$ cat config.mk
export PLATFORM = sky130hd
export DESIGN_NAME = sbarb_node
export DESIGN_NICKNAME = d
export VERILOG_FILES = /design/src/rtl/sbarb_pkg.sv /design/src/rtl/sbarb_rx.sv /design/src/rtl/sbarb_tx.sv /design/src/rtl/sbarb_node.sv
export SDC_FILE = /design/constraint.sdc
export NUM_CORES = 1
export LEC_CHECK = 0
export ABC_AREA = 1
export BUFFER_PORTS_ARGS = -buffer_cell sky130_fd_sc_hd__buf_2
export CAP_MARGIN = 10
export CORE_MARGIN = 4
export CORE_UTILIZATION = 30
export CTS_CLUSTER_DIAMETER = 150
export DETAILED_ROUTE_END_ITERATION = 8
export GPL_TIMING_DRIVEN = 0
export PLACE_DENSITY = 0.54
export SKIP_LAST_GASP = 1
export SLEW_MARGIN = 20
export SYNTH_ARGS = -nofsm -noshare
export SYNTH_HDL_FRONTEND = slang
export SYNTH_SLANG_ARGS = --single-unit
$ cat constraint.sdc
create_clock -name clk -period 2 [get_ports clk]
set_clock_uncertainty 0.05 [all_clocks]
set_input_delay 0.4 -clock clk [delete_from_list [all_inputs] [get_ports clk]]
set_output_delay 0.4 -clock clk [all_outputs]
set_load 0.01 [all_outputs]
$ cat src/rtl/sbarb_pkg.sv
package sbarb_pkg;

    typedef enum logic [2:0] {
        T_IDLE,
        T_START,
        T_DATA,
        T_STOP,
        T_LOST,
        T_BREAK
    } tx_state_t;

    typedef enum logic [1:0] {
        R_GAP,
        R_DATA,
        R_STOP
    } rx_state_t;

endpackage

$ cat src/rtl/sbarb_rx.sv
module sbarb_rx
    import sbarb_pkg::*;
#(
    parameter int DATA_W = 8,
    parameter int CNT_W  = 4
) (
    input  logic              clk,
    input  logic              rst_n,
    input  logic              bit_tick,
    input  logic              rx_bit,
    input  logic              idle_in,
    output logic              in_gap,
    output logic              at_stop,
    output logic              rx_valid,
    output logic [DATA_W-1:0] rx_data,
    output logic [CNT_W-1:0]  byte_count
);
    localparam int IDX_W = (DATA_W > 1) ? $clog2(DATA_W) : 1;
    localparam logic [IDX_W-1:0] LAST_IDX = IDX_W'(DATA_W - 1);
    localparam logic [CNT_W-1:0] CNT_MAX  = '1;

    rx_state_t          st_q, st_d;
    logic [IDX_W-1:0]   idx_q;
    logic [DATA_W-1:0]  sh_q;
    logic               frame_ok;

    // state register
    always_ff @(posedge clk or negedge rst_n) begin
        if (!rst_n) st_q <= R_GAP;
        else        st_q <= st_d;
    end

    // next state
    always_comb begin
        st_d = st_q;
        if (bit_tick) begin
            unique case (st_q)
                R_GAP:   if (!rx_bit) st_d = R_DATA;
                R_DATA:  if (idx_q == LAST_IDX) st_d = R_STOP;
                R_STOP:  st_d = R_GAP;
                default: st_d = R_GAP;
            endcase
        end
    end

    assign frame_ok = bit_tick && (st_q == R_STOP) && rx_bit;

    // datapath and outputs
    always_ff @(posedge clk or negedge rst_n) begin
        if (!rst_n) begin
            idx_q      <= '0;
            sh_q       <= '0;
            rx_data    <= '0;
            rx_valid   <= 1'b0;
            byte_count <= '0;
        end else begin
            rx_valid <= frame_ok;
            if (bit_tick && st_q == R_GAP)
                idx_q <= '0;
            else if (bit_tick && st_q == R_DATA)
                idx_q <= idx_q + 1'b1;
            if (bit_tick && st_q == R_DATA)
                sh_q <= {sh_q[DATA_W-2:0], rx_bit};
            if (frame_ok)
                rx_data <= sh_q;
            if (idle_in)
                byte_count <= '0;
            else if (frame_ok && byte_count != CNT_MAX)
                byte_count <= byte_count + 1'b1;
        end
    end

    assign in_gap  = (st_q == R_GAP);
    assign at_stop = (st_q == R_STOP);

    // idle forces the counter to zero on the next cycle
    a_r7_idle_clears: assert property (@(posedge clk) disable iff (!rst_n)
        $past(idle_in) |-> (byte_count == '0));

    // the counter moves only on a valid frame
    a_r7_count_hold: assert property (@(posedge clk) disable iff (!rst_n)
        (!$past(idle_in) && !$past(frame_ok)) |-> $stable(byte_count));

    // a decoded byte is flagged for a single cycle
    a_r6_valid_pulse: assert property (@(posedge clk) disable iff (!rst_n)
        rx_valid |=> !rx_valid);

endmodule

$ cat src/rtl/sbarb_tx.sv
module sbarb_tx
    import sbarb_pkg::*;
#(
    parameter int DATA_W    = 8,
    parameter int CNT_W     = 4,
    parameter int BRK_AFTER = 3,
    parameter int BRK_BITS  = 10
) (
    input  logic              clk,
    input  logic              rst_n,
    input  logic              bit_tick,
    input  logic              rx_bit,
    input  logic              idle_in,
    input  logic              in_gap,
    input  logic              at_stop,
    input  logic [CNT_W-1:0]  byte_count,
    input  logic              tx_start,
    input  logic [DATA_W-1:0] tx_data,
    input  logic              brk_req,
    output logic              bus_drive,
    output logic              busy,
    output logic              won,
    output logic              lost,
    output logic              brk_active
);
    localparam int IDX_W = (DATA_W > 1) ? $clog2(DATA_W) : 1;
    localparam int BRK_W = (BRK_BITS > 1) ? $clog2(BRK_BITS) : 1;
    localparam logic [IDX_W-1:0] LAST_IDX  = IDX_W'(DATA_W - 1);
    localparam logic [BRK_W-1:0] BRK_LAST  = BRK_W'(BRK_BITS - 1);
    localparam logic [CNT_W-1:0] BRK_AFT_C = CNT_W'(BRK_AFTER);

    tx_state_t          st_q, st_d;
    logic               pend_q;
    logic [DATA_W-1:0]  dbuf_q;
    logic [IDX_W-1:0]   idx_q;
    logic [BRK_W-1:0]   bcnt_q;
    logic               drive_q;
    logic               won_q;
    logic               lost_q;
    logic               used_q;

    logic accept;
    logic brk_go;
    logic launch;
    logic mismatch;

    assign accept   = tx_start && (st_q == T_IDLE) && !pend_q && (idle_in || won_q);
    assign brk_go   = bit_tick && (st_q == T_IDLE) && brk_req && !used_q && in_gap
                      && (byte_count >= BRK_AFT_C);
    assign launch   = bit_tick && (st_q == T_IDLE) && !brk_go && pend_q && in_gap && rx_bit;
    assign mismatch = drive_q && !rx_bit;

    // state register
    always_ff @(posedge clk or negedge rst_n) begin
        if (!rst_n) st_q <= T_IDLE;
        else        st_q <= st_d;
    end

    // next state
    always_comb begin
        st_d = st_q;
        if (bit_tick) begin
            unique case (st_q)
                T_IDLE: begin
                    if (brk_go)      st_d = T_BREAK;
                    else if (launch) st_d = T_START;
                end
                T_START: st_d = T_DATA;
                T_DATA: begin
                    if (mismatch)               st_d = T_LOST;
                    else if (idx_q == LAST_IDX) st_d = T_STOP;
                end
                T_STOP:  st_d = T_IDLE;
                T_LOST:  if (at_stop) st_d = T_IDLE;
                T_BREAK: if (bcnt_q == BRK_LAST) st_d = T_IDLE;
                default: st_d = T_IDLE;
            endcase
        end
    end

    // datapath and flags
    always_ff @(posedge clk or negedge rst_n) begin
        if (!rst_n) begin
            pend_q  <= 1'b0;
            dbuf_q  <= '0;
            idx_q   <= '0;
            bcnt_q  <= '0;
            drive_q <= 1'b1;
            won_q   <= 1'b0;
            lost_q  <= 1'b0;
            used_q  <= 1'b0;
        end else begin
            if (bit_tick) begin
                unique case (st_q)
                    T_IDLE: begin
                        if (brk_go) begin
                            drive_q <= 1'b0;
                            bcnt_q  <= '0;
                            used_q  <= 1'b1;
                        end else if (launch) begin
                            drive_q <= 1'b0;
                            pend_q  <= 1'b0;
                        end
                    end
                    T_START: begin
                        drive_q <= dbuf_q[DATA_W-1];
                        dbuf_q  <= dbuf_q << 1;
                        idx_q   <= '0;
                    end
                    T_DATA: begin
                        if (mismatch) begin
                            drive_q <= 1'b1;
                            lost_q  <= 1'b1;
                            won_q   <= 1'b0;
                        end else if (idx_q == LAST_IDX) begin
                            drive_q <= 1'b1;
                        end else begin
                            drive_q <= dbuf_q[DATA_W-1];
                            dbuf_q  <= dbuf_q << 1;
                            idx_q   <= idx_q + 1'b1;
                        end
                    end
                    T_STOP: begin
                        drive_q <= 1'b1;
                        if (mismatch) begin
                            lost_q <= 1'b1;
                            won_q  <= 1'b0;
                        end else begin
                            won_q  <= 1'b1;
                        end
                    end
                    T_LOST: drive_q <= 1'b1;
                    T_BREAK: begin
                        if (bcnt_q == BRK_LAST) drive_q <= 1'b1;
                        else                    bcnt_q  <= bcnt_q + 1'b1;
                    end
                    default: drive_q <= 1'b1;
                endcase
            end
            if (accept) begin
                pend_q <= 1'b1;
                dbuf_q <= tx_data;
            end
            if (!brk_req)
                used_q <= 1'b0;
            if (idle_in) begin
                won_q  <= 1'b0;
                lost_q <= 1'b0;
            end
        end
    end

    assign bus_drive  = drive_q;
    assign busy       = (st_q != T_IDLE) || pend_q;
    assign won        = won_q;
    assign lost       = lost_q;
    assign brk_active = (st_q == T_BREAK);

    // the line value changes only after a tick
    a_r3_drive_holds: assert property (@(posedge clk) disable iff (!rst_n)
        !$past(bit_tick) |-> $stable(drive_q));

    // a byte is only taken while idle or while holding the line
    a_r2_accept_allowed: assert property (@(posedge clk) disable iff (!rst_n)
        $rose(pend_q) |-> $past(idle_in || won_q));

    // a node that lost keeps the line released
    a_r4_lost_mark: assert property (@(posedge clk) disable iff (!rst_n)
        (st_q == T_LOST) |-> drive_q);

    // won and lost never coexist
    a_r8_won_lost_excl: assert property (@(posedge clk) disable iff (!rst_n)
        !(won_q && lost_q));

    // break slots are dominant
    a_r9_break_low: assert property (@(posedge clk) disable iff (!rst_n)
        (st_q == T_BREAK) |-> !drive_q);

    // a break only begins when none was used under this request
    a_r10_single_break: assert property (@(posedge clk) disable iff (!rst_n)
        $rose(st_q == T_BREAK) |-> !$past(used_q));

endmodule

$ cat src/rtl/sbarb_node.sv
module sbarb_node
    import sbarb_pkg::*;
#(
    parameter int DATA_W    = 8,
    parameter int CNT_W     = 4,
    parameter int BRK_AFTER = 3,
    parameter int BRK_BITS  = 10
) (
    input  logic              clk,
    input  logic              rst_n,
    input  logic              bit_tick,
    input  logic              tx_start,
    input  logic [DATA_W-1:0] tx_data,
    input  logic              idle_in,
    input  logic              brk_req,
    input  logic              rx_bit,
    output logic              bus_drive,
    output logic              busy,
    output logic              won,
    output logic              lost,
    output logic              brk_active,
    output logic              rx_valid,
    output logic [DATA_W-1:0] rx_data,
    output logic [CNT_W-1:0]  byte_count
);
    logic in_gap;
    logic at_stop;

    sbarb_rx #(
        .DATA_W (DATA_W),
        .CNT_W  (CNT_W)
    ) u_rx (
        .clk        (clk),
        .rst_n      (rst_n),
        .bit_tick   (bit_tick),
        .rx_bit     (rx_bit),
        .idle_in    (idle_in),
        .in_gap     (in_gap),
        .at_stop    (at_stop),
        .rx_valid   (rx_valid),
        .rx_data    (rx_data),
        .byte_count (byte_count)
    );

    sbarb_tx #(
        .DATA_W    (DATA_W),
        .CNT_W     (CNT_W),
        .BRK_AFTER (BRK_AFTER),
        .BRK_BITS  (BRK_BITS)
    ) u_tx (
        .clk        (clk),
        .rst_n      (rst_n),
        .bit_tick   (bit_tick),
        .rx_bit     (rx_bit),
        .idle_in    (idle_in),
        .in_gap     (in_gap),
        .at_stop    (at_stop),
        .byte_count (byte_count),
        .tx_start   (tx_start),
        .tx_data    (tx_data),
        .brk_req    (brk_req),
        .bus_drive  (bus_drive),
        .busy       (busy),
        .won        (won),
        .lost       (lost),
        .brk_active (brk_active)
    );

    // a node that is neither sending nor breaking leaves the line at mark
    a_r1_mark_when_free: assert property (@(posedge clk) disable iff (!rst_n)
        (!busy) |-> bus_drive);

endmodule

==> flow_summary.toml, run 1 <==
[run_status]
status = "finished, final reports clean"

[worst_setup_path]
criticalPathCategory = "reg -> out"
cp_max_fo = 4
cpLargestDelayFamily = "buffers and inverters"
cpPeakStageDelay_ns = 0.41
cp_data_arrival_time_ns = 1.34
crit_slowest_cell = "dfrtp_1"
crit_required_ns = 1.55
critPathLaunchType = "flip-flop"
rrSetupSlack_ns = 0.37
critPathBufInv = 3
crit_chain = "inv_1 -> nand3_2 -> inv_2 -> nand2_1 -> buf_2"
end_kind = "output pin"

[route]
drtIter0Drc = 43
wl_per_cell_um = 11.1
first_pass_iters = 4
ant_nets = 0
drt-total-wl_mm = 4.64
vias_per_cell = 4.49
route.detailed.drc = 0
vias = 1882

[power_and_ir_drop]
worst_ir_drop_vdd_v = 0.000446
leakagePower_nw = 1.44
cellPowerDensity_mw_per_mm2 = 1240
p_total_mw = 3.50

[die]
pin_count = 33
row_count = 32
initial_core_util = 0.311
fp.dieW_um = 98.0
die_area_mm2 = 0.00960
core_area_mm2 = 0.00781
fp.dieH_um = 98.0

[global_routing]
grt_util_met2 = 0.171
grt_use_total = 0.103
antenna_found_initial = 0
grt_max_degree = 50
top_usage_layer = "met2"
grt_pass1_vias = 1878
grt_first_pass_wirelength_mm = 8.38
grtUsageMet3 = 0.0264
grtUsageMet1 = 0.136
grt_remaining_overflow = 0

[cts]
cts_sinks = 49
clockBufferDepth = 2
cts-root-buf = "clkbuf_8"
cts.clk_slew.worst_paths_ns = 0.10
cts_resized = 0
cts_made_buffers = 5
cts_tree = "yes"
cts_setup_buffers = 0
cts_hold_buf = 0
htree_levels = 2
clk_latency_ns = 0.31

[yosys]
synth_compound_area_frac = 0.0963
syn-num-nets = 299
synth-edff-count = 0
syn_area_mm2 = 0.00243
yosysWarnings = 0
synth_cell_types = 28
synth_top_flop_cell = "dfrtp_1"
synth-adder-area-share = 0.0360
synth_common_cells = "nand2_1 (85), dfrtp_1 (48), inv_1 (25)"
yosysSeqAreaShare = 0.505
async_reset_ff_frac = 1.00
synth_top_family_by_area = "simple AND/OR/NAND/NOR gates"
synth_xor_area_frac = 0.0108
netlist_instances = 277
synth_seq_cells = 49
synth.area.mux_share = 0
yosysMostFrequentCell = "nand2_1"
synth-simple-area-share = 0.287
synth_area_leaders = "dfrtp_1 (49%), nand2_1 (13%), nand3_1 (4.9%)"
yosysTopAreaCellShare = 0.494
synth.avg_cell_area_um2 = 8.77
yosysTopAreaCell = "dfrtp_1"

[timing]
finalHoldViolCount = 0
setup_viol = 0
fin_tns_setup_ns = 0
maxSlewViolCount = 0
hold-worst-slack_ns = 0.0482
slew_headroom = 0.586
min_period_over_period = 0.897
timing.final.crit_period_ns = 1.79
fmax_ghz = 0.557
worst_pin_slew_ns = 0.621
rsz0062_at_grt = "no"

[final_layout]
num-nets-final = 338
regArea_mm2 = 0.00123
multi_input_area_mm2 = 0.00104
fillers = 816
layout-drive-gt1-share = 0.252
area_growth_pct = 15.9
n_antenna_cell = 0
final_core_util = 0.361
finalNonFillerCells = 419

[job]
drv_cap = 0

[place]
hpwlAfterDp_mm = 3.40
place_inst = 411
place.gp.congestion = 0.736
io_buffer_count = 32

[worst_hold_path]
hold_class = "in -> async"
[layout by cell type (no fill, tap or decap)]
cell type   instances
nand2_2             6
o21ai_0            11
o21ai_2            11
a21oi_1             4
o21ai_1             8
clkinvlp_4          2
nand4_1             5
nor2_1              9
a21boi_0            1
nand3_2             4
buf_4               1
or2_1               3
nand2_1            85
nor2_2              1
buf_6               3
ha_1                7
nor3b_2             1
dfstp_2             1
clkbuf_8            5
a21oi_2             1
xor2_1              3
inv_8               1
nor3_1              2
nand3_1            24
nand4_4             1
o22ai_1             1
buf_2              31
nor2_4              2
nor3_4              1
dfrtp_1            48
inv_1              25
nand3b_1            1
inv_2               8
[cell families (layout without fill, tap and decap cells)]
kind of cell / Yosys count / after routing
and+or+nand+nor: 145 / 145
DFF: 49 / 49
AOI/OAI and AO/OA: 37 / 37
buffers and inverters: 36 / 76
adders and majority gates: 7 / 7
xor gates and xnor gates: 3 / 3
[final cells by class]
type	instances	share of cell area
Timing Repair Buffer	32	0.0578
Multi-Input combinational cell	192	0.371
Buffer	3	0.0120
Tap cell	102	0.0453
Clock inverter	3	0.00933
Clock buffer	5	0.0244
Sequential cell	49	0.436
Inverter	33	0.0440
[layer usage]
metal,vias up,part of all wire
met5,-,0
met4,0,0.0030
met3,2,0.046
met2,28,0.47
met1,880,0.49
li1,972,-
[where the power goes]
group	internal (mW)	switching, mW	total (mW)	leakage (nW)
clock network	0.255	0.365	0.620	0.0423
registers	1.34	0.254	1.59	0.642
logic	0.496	0.787	1.28	0.757
total	2.09	1.41	3.50	1.44
[path summary, 6_finish.rpt]
check	from	end	cells past startpoint
worst max-delay path	u_tx.st_q[0]	busy	5
worst min-delay path	rst_n	u_rx.rx_data[3]	1
worst max register to register	u_tx.idx_q[0]	u_tx.dbuf_q[2]	9
worst min register to register	u_rx.rx_data[0]	u_rx.rx_data[0]	2
max in group asynchronous	rst_n	u_tx.dbuf_q[7]	1
min in group clk	tx_data[0]	u_tx.dbuf_q[0]	3
[metrics by stage]
step,instance area [um^2],worst slack [ns]
2_1_floorplan,2430,0.507
3_3_place_gp,2720,0.368
3_5_place_dp,2720,0.372
4_1_cts,2820,0.175
5_1_grt,2820,0.0855
6_report,2820,0.205
[worst reg2reg max path, stage by stage, from the launching register on]
cell and delay, ns:
dfrtp_1 0.42, ha_1 0.21, ha_1 0.19, inv_1 0.05, nand2_1 0.07, nand2_2 0.09
nand3_2 0.12, buf_6 0.18, nand3_1 0.06, nand3_1 0.07
[sequential cells by signal (all words and copies together) (netlist names)]
signal           cells
u_tx.st_q            3
u_rx.sh_q            8
u_rx.byte_count      4
u_rx.st_q            2
u_tx.won             1
u_tx.used_q          1
u_tx.pend_q          1
u_rx.rx_data         8
u_rx.rx_valid        1
u_tx.lost            1
u_tx.dbuf_q          8
u_rx.idx_q           3
u_tx.bcnt_q          4
u_tx.idx_q           3
u_tx.bus_drive       1
Note: power is estimated with default switching activity, not from simulation.
==> inputs of run 2 (changes only) <==
--- a/config.mk
+++ b/config.mk
@@ -5,7 +5,6 @@
 export SDC_FILE = /design/constraint.sdc
 export NUM_CORES = 1
 export LEC_CHECK = 0
-export ABC_AREA = 1
 export BUFFER_PORTS_ARGS = -buffer_cell sky130_fd_sc_hd__buf_2
 export CAP_MARGIN = 10
 export CORE_MARGIN = 4
==> flow_summary.toml, run 2 <==
[run_status]
status = "finished, final reports clean"

[timing]
rsz0062_at_grt = "yes"
slew_headroom = 0.584
setup_viol = 0
worst_pin_slew_ns = 0.624
timing.final.crit_period_ns = 1.98
maxSlewViolCount = 0
fmax_ghz = 0.506
fin_tns_setup_ns = 0
min_period_over_period = 0.988
finalHoldViolCount = 0

[cts]
clk_latency_ns = 0.30
cts_sinks = 49
cts.clk_slew.worst_paths_ns = 0.09
cts_made_buffers = 5
htree_levels = 2
cts_tree = "yes"
cts-root-buf = "clkbuf_8"
clockBufferDepth = 2
cts_hold_buf = 0

[yosys]
synth_seq_cells = 49
synth_cell_types = 52
synth_top_family_by_area = "simple AND/OR/NAND/NOR gates"
netlist_instances = 218
yosysSeqAreaShare = 0.521
yosysMostFrequentCell = "dfrtp_1"
synth_xor_area_frac = 0.0112
synth.avg_cell_area_um2 = 10.8
synth-edff-count = 0
yosysWarnings = 0
synth.area.mux_share = 0.0616
yosysTopAreaCell = "dfrtp_1"
syn_area_mm2 = 0.00236
synth_top_flop_cell = "dfrtp_1"
synth_area_leaders = "dfrtp_1 (51%), nand2_1 (6.4%), mux2_2 (5.7%)"
syn-num-nets = 240
synth_compound_area_frac = 0.157
synth-adder-area-share = 0.0372
synth_common_cells = "dfrtp_1 (48), nand2_1 (40), mux2_2 (12), nor2_1 (12), o21ai_0 (12)"
async_reset_ff_frac = 1.00
yosysTopAreaCellShare = 0.510
synth-simple-area-share = 0.170

[die]
die_area_mm2 = 0.00934
initial_core_util = 0.306
fp.dieH_um = 96.6
pin_count = 33
row_count = 32
fp.dieW_um = 96.6
core_area_mm2 = 0.00769

[route]
route.detailed.drc = 0
vias_per_cell = 4.64
wl_met1_mm = 2.26
drt-total-wl_mm = 4.63
met3WireLength_um = 170
wl_per_cell_um = 12.6
vias = 1703
highest_layer = "met4"
dr_wl_met2_mm = 2.17
ant_nets = 0
first_pass_iters = 4
drtIter0Drc = 36

[place]
io_buffer_count = 31
place.gp.congestion = 0.729
hpwlAfterDp_mm = 3.22

[worst_setup_path]
reg2reg_to = "u_tx.st_q[0]"
crit_chain = "buf_6 -> or3_4 -> or2_4 -> buf_6"
critPathBufInv = 2
cpLargestDelayFamily = "simple AND/OR/NAND/NOR gates"
crit_required_ns = 1.55
cp_data_arrival_time_ns = 1.53
critPathLaunchType = "flip-flop"
cpPeakStageDelay_ns = 0.38
startpoint = "u_tx.st_q[2]"
rrSetupSlack_ns = 0.07
cpMostUsedCell = "buf_6"
rr_worst_depth = 6
end_kind = "output pin"
criticalPathCategory = "reg -> out"
rr_startpoint = "u_tx.st_q[2]"
crit_slowest_cell = "dfrtp_1"
cp_max_fo = 6

[job]
drv_cap = 0

[worst_hold_path]
hold_class = "in -> async"

[final_layout]
layout_commonest_cell = "dfrtp_1"
num-nets-final = 286
multi_input_area_mm2 = 0.00106
final_core_util = 0.367
top_regs = "u_rx.rx_data: 8 flops, u_rx.sh_q: 8 flops, u_tx.dbuf_q: 8 flops"
fillers = 813
layout-drive-gt1-share = 0.336
mostFrequentLayoutCells = "dfrtp_1 (48), nand2_1 (40), buf_2 (32), o21ai_0 (12), mux2_2 (12)"
regArea_mm2 = 0.00123
area_growth_pct = 19.7
n_antenna_cell = 0

[power_and_ir_drop]
worst_ir_drop_vdd_v = 0.000518
cellPowerDensity_mw_per_mm2 = 1190
leakagePower_nw = 1.43

[global_routing]
antenna_found_initial = 0
grt_max_degree = 50
grt_remaining_overflow = 0
grt_first_pass_wirelength_mm = 8.23
grt_pass1_vias = 1742
grt_use_total = 0.104
## run 2: layer usage
layer	global-route usage	up-vias
met5	0	-
met4	0.0292	0
met3	0.0288	6
met2	0.165	28
met1	0.139	814
li1	-	855
## run 2: cell families (layout without fill, tap and decap cells)
group / count (synthesis) / count (layout)
AND/OR/NAND/NOR: 77 / 77
AO/OA/AOI/OAI: 50 / 50
flip-flops: 49 / 49
buffers and inverters: 19 / 66
multiplexers: 13 / 13
adder cells (fa/ha/maj): 7 / 7
XOR/XNOR: 3 / 3
## run 2: worst max-delay path by stage
| stage | cells after the start | slack (ns) | endpoint |
|---|---|---|---|
| floorplan | 7 | 0.07 | u_tx.idx_q[0] |
| global placement | 7 | -0.17 | u_tx.idx_q[0] |
| detailed placement | 7 | -0.16 | u_tx.idx_q[0] |
| CTS | 4 | -0.02 | busy |
| global route | 4 | -0.04 | busy |
| finish | 4 | 0.02 | busy |
## run 2: through the flow
stage	hold slack, ns	setup WS (ns)	power (mW)	instance area [um^2]	instances
floorplan	0.0544	0.0724	2.40	2360	218
global placement	0.399	-0.171	2.68	2640	351
detailed placement	0.410	-0.159	2.71	2640	351
CTS	0.0866	-0.0218	3.37	2770	363
global route	0.0998	-0.0429	3.65	2820	367
finish	0.0534	0.0235	3.35	2820	367
## run 2: area by class of cell
class / instances / area share
multi-input combinational: 150 / 0.376
buffer: 8 / 0.0186
clock inverter: 1 / 0.00266
tap: 102 / 0.0453
sequential: 49 / 0.435
clock buffer: 7 / 0.0271
inverter: 10 / 0.0133
timing repair buffer: 40 / 0.0821
## run 2: repair_timing
item / 4_1_cts / 5_1_grt
resized for setup: 4 / 4
endpoints found under the setup margin: 7 / 14
pin swaps: 3 / 3
buffers inserted: 4 / 5
## run 2: where the power goes
part | switching [mW] | internal, mW
logic | 0.617 | 0.668
registers | 0.198 | 1.30
clock network | 0.324 | 0.248
total | 1.14 | 2.22
==> inputs of run 3 (changes only) <==
--- a/config.mk
+++ b/config.mk
@@ -7,7 +7,6 @@
 export LEC_CHECK = 0
 export BUFFER_PORTS_ARGS = -buffer_cell sky130_fd_sc_hd__buf_2
 export CAP_MARGIN = 10
-export CORE_MARGIN = 4
 export CORE_UTILIZATION = 30
 export CTS_CLUSTER_DIAMETER = 150
 export DETAILED_ROUTE_END_ITERATION = 8
==> flow_summary.toml, run 3 (synthesis gave the netlist of run 2 again) <==
[run_status]
status = "finished, final reports clean"

[die]
fp.dieH_um = 90.6
initial_core_util = 0.318
die_area_mm2 = 0.00821
row_count = 31
pin_count = 33
core_area_mm2 = 0.00741
fp.dieW_um = 90.6

[global_routing]
grt_max_degree = 50
grt_first_pass_wirelength_mm = 7.70
grt_pass1_vias = 1604
grt_remaining_overflow = 0
grt_use_total = 0.116
antenna_found_initial = 0

[power_and_ir_drop]
cellPowerDensity_mw_per_mm2 = 1240
worst_ir_drop_vdd_v = 0.000443
p_total_mw = 3.55
leakagePower_nw = 1.43

[cts]
cts_tree = "yes"
cts_hold_buf = 0
cts_sinks = 49
clk_latency_ns = 0.30
htree_levels = 2
cts.clk_slew.worst_paths_ns = 0.09
clockBufferDepth = 2
cts-root-buf = "clkbuf_8"
cts_made_buffers = 5

[worst_setup_path]
crit_required_ns = 1.55
crit_slowest_cell = "dfrtp_2"
end_kind = "output pin"
critPathLaunchType = "flip-flop"
cp_max_fo = 8
cpPeakStageDelay_ns = 0.48
criticalPathCategory = "reg -> out"
crit_chain = "or3_4 -> or2_4 -> buf_6"
cp_data_arrival_time_ns = 1.49

[worst_hold_path]
hold_class = "in -> async"

[timing]
maxSlewViolCount = 0
fmax_ghz = 0.517
worst_pin_slew_ns = 0.625
hold-worst-slack_ns = 0.0629
rsz0062_at_grt = "yes"
slew_headroom = 0.583
fin_tns_setup_ns = 0
finalHoldViolCount = 0
min_period_over_period = 0.968
timing.final.crit_period_ns = 1.94
setup_viol = 0

[route]
ant_nets = 0
route.detailed.drc = 0
drt-total-wl_mm = 4.54
wl_per_cell_um = 12.6
first_pass_iters = 4
vias_per_cell = 4.65
vias = 1684
drtIter0Drc = 72

[place]
hpwlAfterDp_mm = 3.10
io_buffer_count = 31
placed_cell_area_mm2 = 0.00264
place.gp.congestion = 0.726

[final_layout]
n_antenna_cell = 0
final_area_mm2 = 0.00286
fillers = 760
top_regs = "u_rx.rx_data: 8 flops, u_rx.sh_q: 8 flops, u_tx.dbuf_q: 8 flops"
mostFrequentLayoutCells = "dfrtp_1 (46), nand2_1 (40), buf_2 (32), o21ai_0 (12), nor2_1 (11)"
layout_commonest_cell = "dfrtp_1"
num-nets-final = 284
area_growth_pct = 21.5
layout-drive-gt1-share = 0.361

[job]
drv_cap = 0
## run 3: cell types whose count changed in the layout (fill, tap and decap cells not counted), sizes merged
| cell | before | now |
|---|---|---|
| clkinv | 1 | 2 |
| clkbuf | 9 | 7 |
| bufinv | 0 | 1 |
| buf | 46 | 44 |
## run 3: area by class of cell
| type | count | area [um^2] | area share |
|---|---|---|---|
| Timing Repair Buffer | 39 | 224 | 0.0782 |
| Clock buffer | 5 | 68.8 | 0.0240 |
| Tap cell | 99 | 124 | 0.0433 |
| Buffer | 7 | 41.3 | 0.0144 |
| Sequential cell | 49 | 1230 | 0.430 |
| Multi-Input combinational cell | 150 | 1090 | 0.381 |
| Clock inverter | 3 | 46.3 | 0.0162 |
| Inverter | 10 | 37.5 | 0.0131 |
## run 3: path summary, 6_finish.rpt
path / startpoint / cells past startpoint / slack, ns / endpoint
max: u_tx.st_q[1] / 3 / 0.06 / busy
min: rst_n / 1 / 0.06 / u_rx.rx_data[0]
max reg2reg: u_tx.bus_drive / 7 / 0.07 / u_tx.dbuf_q[5]
min reg2reg: u_rx.rx_data[0] / 2 / 0.43 / u_rx.rx_data[0]
max in group asynchronous: rst_n / 1 / 1.38 / u_tx.st_q[1]
min in group clk: tx_data[0] / 3 / 0.25 / u_tx.dbuf_q[0]
## run 3: worst max-delay path, delay by kind of cell, from the launching register on
kind / cells / cell delay, ns
AND/OR/NAND/NOR: 2 / 0.60
buffers and inverters: 1 / 0.12
flip-flops: 1 / 0.48
## run 3: through the flow
| stage | util | std cells | worst slack [ns] |
|---|---|---|---|
| after floorplan | - | 218 | 0.0724 |
| after detailed placement | 0.356 | 348 | -0.109 |
| after CTS | 0.374 | 358 | -0.0244 |
| final | 0.386 | 362 | 0.0648 |
| after global routing | 0.386 | 362 | -0.0321 |
| after global placement | 0.356 | 348 | -0.131 |
## run 3: power by group
group / total [mW] / internal (mW) / switching (mW)
Clock: 0.713 / 0.375 / 0.338
Combinational: 1.32 / 0.697 / 0.623
Sequential: 1.52 / 1.30 / 0.214
## run 3: timing repair
action | CTS | global route
gates resized for setup | 3 | 15
endpoints found under the setup margin | 2 | 10
setup buffers | 3 | 5
pin swaps | 2 | 5
endpoints found under the hold margin | 0 | 0
## run 3: per-layer routing
metal / up-vias / GRT usage / wire (um)
li1: 850 / - / -
met1: 801 / 0.159 / 2270
met2: 31 / 0.181 / 2050
met3: 2 / 0.0328 / 207
met4: 0 / 0.0282 / 18
met5: - / 0 / 0
